File: src/rtl/bps_pkg.sv
package bps_pkg;
  localparam int unsigned PHASES = 7;
  localparam int unsigned PH_W   = $clog2(PHASES);
  typedef logic [PH_W-1:0] phase_t;

  localparam phase_t PH_START  = phase_t'(0);
  localparam phase_t PH_DRIVE  = phase_t'(3);
  localparam phase_t PH_VALID  = phase_t'(4);
  localparam phase_t PH_SAMPLE = phase_t'(4);
  localparam phase_t PH_LAST   = phase_t'(PHASES - 1);
endpackage

File: src/rtl/bps_phase.sv
module bps_phase
  import bps_pkg::*;
(
  input  logic   clk_i,
  input  logic   rst_ni,
  input  logic   start_i,
  output phase_t phase_o,
  output logic   locked_o
);
  phase_t ph_q;
  logic   lock_q;

  // start marker overrides the running count in its own cycle
  assign phase_o  = start_i ? PH_START : ph_q;
  assign locked_o = lock_q;

  always_ff @(posedge clk_i or negedge rst_ni) begin
    if (!rst_ni) begin
      ph_q   <= PH_START;
      lock_q <= 1'b0;
    end else begin
      ph_q <= (phase_o == PH_LAST) ? PH_START : phase_o + phase_t'(1);
      if (start_i) lock_q <= 1'b1;
    end
  end
endmodule

File: src/rtl/bps_capture.sv
module bps_capture
  import bps_pkg::*;
#(
  parameter int unsigned ADDR_W = 9,
  parameter int unsigned DATA_W = 16
) (
  input  logic              clk_i,
  input  logic              rst_ni,
  input  phase_t            phase_i,
  input  logic              locked_i,
  input  logic              as_i,
  input  logic              we_i,
  input  logic [ADDR_W-1:0] addr_i,
  input  logic [DATA_W-1:0] data_i,
  output logic              wr_stb_o,
  output logic              rd_stb_o,
  output logic [ADDR_W-1:0] addr_o,
  output logic [DATA_W-1:0] wdata_o
);
  logic              take;
  logic              wr_q, rd_q;
  logic [ADDR_W-1:0] addr_q;
  logic [DATA_W-1:0] wdata_q;

  assign take = locked_i && (phase_i == PH_SAMPLE) && as_i;

  always_ff @(posedge clk_i or negedge rst_ni) begin
    if (!rst_ni) begin
      wr_q    <= 1'b0;
      rd_q    <= 1'b0;
      addr_q  <= '0;
      wdata_q <= '0;
    end else begin
      wr_q <= take &&  we_i;
      rd_q <= take && !we_i;
      if (take) begin
        addr_q  <= addr_i;
        wdata_q <= data_i;
      end
    end
  end

  assign wr_stb_o = wr_q;
  assign rd_stb_o = rd_q;
  assign addr_o   = addr_q;
  assign wdata_o  = wdata_q;
endmodule

File: src/rtl/bps_drive.sv
module bps_drive
  import bps_pkg::*;
#(
  parameter int unsigned DATA_W = 16
) (
  input  logic              clk_i,
  input  logic              rst_ni,
  input  phase_t            phase_i,
  input  logic              rd_stb_i,
  input  logic [DATA_W-1:0] rdata_i,
  output logic [DATA_W-1:0] data_o,
  output logic              data_oe_o,
  output logic              ack_o,
  output logic              ack_oe_o
);
  logic              pend_q, act_q;
  logic [DATA_W-1:0] pend_dat_q, act_dat_q;
  logic              in_win, drv;

  // two stages: a read taken in phase 5 must not disturb the word in flight
  always_ff @(posedge clk_i or negedge rst_ni) begin
    if (!rst_ni) begin
      pend_q     <= 1'b0;
      pend_dat_q <= '0;
      act_q      <= 1'b0;
      act_dat_q  <= '0;
    end else begin
      if (rd_stb_i) begin
        pend_q     <= 1'b1;
        pend_dat_q <= rdata_i;
      end else if (phase_i == PH_START) begin
        pend_q <= 1'b0;
      end
      if (phase_i == PH_START) begin
        act_q     <= pend_q;
        act_dat_q <= pend_dat_q;
      end
    end
  end

  assign in_win    = (phase_i >= PH_DRIVE) && (phase_i <= PH_LAST);
  assign drv       = act_q && in_win;
  assign data_oe_o = drv;
  assign ack_oe_o  = drv;
  assign ack_o     = drv;
  assign data_o    = (drv && phase_i >= PH_VALID) ? act_dat_q : '0;
endmodule

File: src/rtl/bp_slave.sv
module bp_slave
  import bps_pkg::*;
#(
  parameter int unsigned ADDR_W = 9,
  parameter int unsigned DATA_W = 16
) (
  input  logic              clk_i,
  input  logic              rst_ni,
  input  logic              start_i,
  input  logic              as_i,
  input  logic              we_i,
  input  logic [ADDR_W-1:0] addr_i,
  input  logic [DATA_W-1:0] data_i,
  output logic [DATA_W-1:0] data_o,
  output logic              data_oe_o,
  output logic              ack_o,
  output logic              ack_oe_o,
  output logic [ADDR_W-1:0] rf_addr_o,
  output logic [DATA_W-1:0] rf_wdata_o,
  output logic              rf_we_o,
  output logic              rf_re_o,
  input  logic [DATA_W-1:0] rf_rdata_i
);
  phase_t phase;
  logic   locked;
  logic   rd_stb;

  bps_phase u_phase (
    .clk_i    (clk_i),
    .rst_ni   (rst_ni),
    .start_i  (start_i),
    .phase_o  (phase),
    .locked_o (locked)
  );

  bps_capture #(.ADDR_W(ADDR_W), .DATA_W(DATA_W)) u_capture (
    .clk_i    (clk_i),
    .rst_ni   (rst_ni),
    .phase_i  (phase),
    .locked_i (locked),
    .as_i     (as_i),
    .we_i     (we_i),
    .addr_i   (addr_i),
    .data_i   (data_i),
    .wr_stb_o (rf_we_o),
    .rd_stb_o (rd_stb),
    .addr_o   (rf_addr_o),
    .wdata_o  (rf_wdata_o)
  );

  assign rf_re_o = rd_stb;

  bps_drive #(.DATA_W(DATA_W)) u_drive (
    .clk_i     (clk_i),
    .rst_ni    (rst_ni),
    .phase_i   (phase),
    .rd_stb_i  (rd_stb),
    .rdata_i   (rf_rdata_i),
    .data_o    (data_o),
    .data_oe_o (data_oe_o),
    .ack_o     (ack_o),
    .ack_oe_o  (ack_oe_o)
  );
endmodule

File: config.mk
export PLATFORM = sky130hd
export DESIGN_NAME = bp_slave
export DESIGN_NICKNAME = d
export VERILOG_FILES = /design/src/rtl/bps_pkg.sv /design/src/rtl/bps_phase.sv /design/src/rtl/bps_capture.sv /design/src/rtl/bps_drive.sv /design/src/rtl/bp_slave.sv
export SDC_FILE = /design/constraint.sdc
export NUM_CORES = 1
export LEC_CHECK = 0
export ABC_AREA = 1
export BUFFER_PORTS_ARGS = -buffer_cell sky130_fd_sc_hd__buf_2
export CORE_ASPECT_RATIO = 1.2
export CORE_MARGIN = 1
export CORE_UTILIZATION = 50
export CTS_CLUSTER_SIZE = 40
export DETAILED_ROUTE_END_ITERATION = 8
export PLACE_DENSITY = 0.79
export SLEW_MARGIN = 0
export SYNTH_ARGS = -nofsm -noshare
export SYNTH_HDL_FRONTEND = slang
export SYNTH_SLANG_ARGS = --single-unit
File: constraint.sdc
create_clock -name clk_i -period 2.26 [get_ports clk_i]
set_input_delay 0.565 -clock clk_i [delete_from_list [all_inputs] [get_ports clk_i]]
set_output_delay 0.565 -clock clk_i [all_outputs]
set_load 0.005 [all_outputs]
==> results.txt <==
Port bufs: 91
Nature of the critical path startpoint: register
CP max FO: 8
CP Capture Type: output port
Status: complete, but fails checks
Syn_nets: 347
Initial core utilization: 52.5%
Combinational power share: 24.9%
Layout Nets: 443
Worst Max-Slew Pin Slew: 778 ps
Hold Fails Final Rpt: 0
Largest net degree at the start of global routing: 43
# hold bufs at CTS: 0
Overall power: 0.00370 W
CP required: 1690 ps
Post-synthesis cell count: 299
WL/cell: 12.6 um
Core Region: 5330 um^2
#FFs+latches synth: 65
Post-route worst setup slack: -49.6 ps
Top post-synthesis cells by count: nand2_1 (85), dfrtp_1 (65), inv_1 (37), nand3_1 (26), nor2_1 (17)
Fin crit period: 2310 ps
Register area share after synthesis: 58.1%
DP HPWL: 3750 um
FF-to-FF Start: u_phase.ph_q[1]
Worst hold slack: 232 ps
Final Cycle Share: 102%
Pwr Density: 1050 nW/um^2
Slowest stage delay, CP: 370 ps
Final setup violation count: 16
Max-Slew Margin vs Limit: 47.9%
Vias: 2252
Post-Syn Area: 2800 um^2
Initial drt markers: 130
Initial antenna violation count: 0
Syn_area_per_cell: 9.37 um^2
H-tree lvl count: 3
Total Routed Length: 5790 um
Fraction of registers with async set/reset: 100%
Most used cell, CP: inv_2
Reg clk slew, reported paths: 70 ps
Layout cells sized above 1: 36.6%
Biggest area consumer among synthesized cells: dfrtp_1
Part of the power in registers: 49.0%
Slew Limit Fails: 0
CP cell instances: inv_2 > nor2_2 > ha_2 > ha_4 > inv_2 > nand2_4 > nand4_4 > nor2_1 > buf_2
Die area: 5910 um^2
CTS tree: done
Die Ht: 84.0 um
Synth area leaders: dfrtp_1 (58%), nand2_1 (11%), inv_1 (5.0%)
Vias in the first global route: 2297
Total CTS buffers: 9
Share of the synthesized area in the top cell type: 58.1%
# fillers: 459
Antenna diodes: 0
Psw: 0.00113 W
Yosys warns: 0
Final GP Congestion: 0.787
RSZ-0062 raised after global routing: yes
Rows: 29
Global-route wire length before repair: 9870 um
Max-cap check violation count: 0
Die Width: 70.3 um
Crit. Startpoint: u_phase.ph_q[1]
Critical Path AT: 1740 ps
Root Driver: clkbuf_8
Lkg Pwr: 2.02 nW
Most frequent cell after synthesis: nand2_1
Internal power: 0.00257 W
Total I/O pin count: 92
Worst path slowest cell: dfrtp_1
Main synth FF type: dfrtp_1
Via density: 4.89
Worst Hold Class: primary input to async pin
Failing checks: negative setup slack
Clk_lat worst skew: 320 ps
Remaining antenna violation count after routing: 0
Number of synthesized flops with an enable pin: 0
Fmax: 433 MHz
Clock Path Buffers: 2
Sw Ratio: 30.6%
Gr ovfl total: 0
Clk sinks: 65
Drt drc: 0
Yosys cell types: 26
VDD IR max: 560 uV
Drt first pass iters: 4
GRT Total Usage: 21.5%
P&R area growth vs syn: 25.9%
Clock skew: 8.91 ps
WS Path Type: register to output port
Clock power frac: 26.1%
==> per-stage QoR <==
step	worst slack (ps)	std cells	TNS [ps]	util, %	cell area [um^2]
after floorplan	256	299	0	-	2800
after global placement	-6.14	441	-39.9	61.0	3250
after detailed placement	-79.1	441	-772	61.0	3250
final	-49.6	461	-403	66.1	3530
after global routing	-158	461	-1990	66.1	3530
after CTS	-49.1	461	-297	66.1	3520
==> flip-flops by register name (all words and copies together), names as in the netlist <==
register            cells
u_capture.wdata_o      16
u_drive.act_dat_q      16
u_drive.pend_dat_q     16
u_capture.addr_o        9
u_phase.ph_q            3
u_capture.rd_stb_o      1
u_capture.wr_stb_o      1
u_drive.act_q           1
u_drive.pend_q          1
u_phase.locked_o        1
==> per-layer routing <==
metal | global-route usage, % | wire (um) | vias up | part of all wire (%)
li1 | - | - | 1117 | -
met1 | 25.8 | 2610 | 1051 | 45
met2 | 36.4 | 2810 | 76 | 49
met3 | 5.43 | 296 | 8 | 5.1
met4 | 8.73 | 78 | 0 | 1.3
met5 | 0 | 0 | - | 0
==> area by class of cell <==
type                       instances  area (um^2)  area share (%)
clock buffer                      12          155            4.40
clock inverter                     3         40.0            1.14
inverter                          39          146            4.15
multi-input combinational        181          952            27.0
sequential                        65         1630            46.1
tap                               62         77.6            2.20
timing repair buffer              99          528            15.0
==> cells by family after synthesis <==
| group | synth area share [%] |
|---|---|
| buffers and inverters | 9.65 |
| AO/OA/AOI/OAI | 8.58 |
| AND/OR/NAND/NOR | 22.8 |
| adder cells (fa/ha/maj) | 0.894 |
| flip-flops | 58.1 |
==> path summary, 6_finish.rpt <==
| path | end | slack, ps | cells after the start |
|---|---|---|---|
| worst max register to register | u_drive.act_dat_q[3] | 250 | 5 |
| worst min-delay path | u_phase.ph_q[2] | 230 | 1 |
| worst max-delay path | data_o[11] | -50 | 9 |
| min in group clk_i | u_capture.rd_stb_o | 410 | 2 |
| max in group asynchronous | u_capture.wdata_o[7] | 1420 | 2 |
| worst min register to register | u_capture.wdata_o[4] | 470 | 2 |
==> worst max-delay path: cells and delay by family (launching register included) <==
kind / cells / cell delay, ps
and+or+nand+nor: 4 / 510
DFF: 1 / 370
adders and majority gates: 2 / 330
buffers and inverters: 3 / 220
==> cells in the final DEF (no fill, tap or decap), drive strengths merged <==
master and count:
o21ai 33, a21boi 1, clkbuf 12, buf 99, clkinv 2, nand4 3, nand3 26, a21o 1
and3 1, or2 1, a21oi 1, ha 2, nand2 89, inv 39, dfrtp 65, nor2 22
bufinv 1, o22ai 1
==> power by group through the flow <==
stage / clock network, W / logic [W] / registers [W]
6_report: 0.000964 / 0.000922 / 0.00181
5_1_grt: 0.00105 / 0.00106 / 0.00187
4_1_cts: 0.000992 / 0.000936 / 0.00181
3_5_place_dp: 0 / 0.000903 / 0.00182
3_3_place_gp: 0 / 0.000851 / 0.00182
2_1_floorplan: 0 / 0.000522 / 0.00182
==> timing repair <==
action | in CTS | in global routing
pin swaps | 8 | 12
gates cloned | 1 | 0
setup endpoints to repair | 19 | 19
setup buffers | 4 | 0
resized for setup | 10 | 1
(Power assumes the default switching activity.)
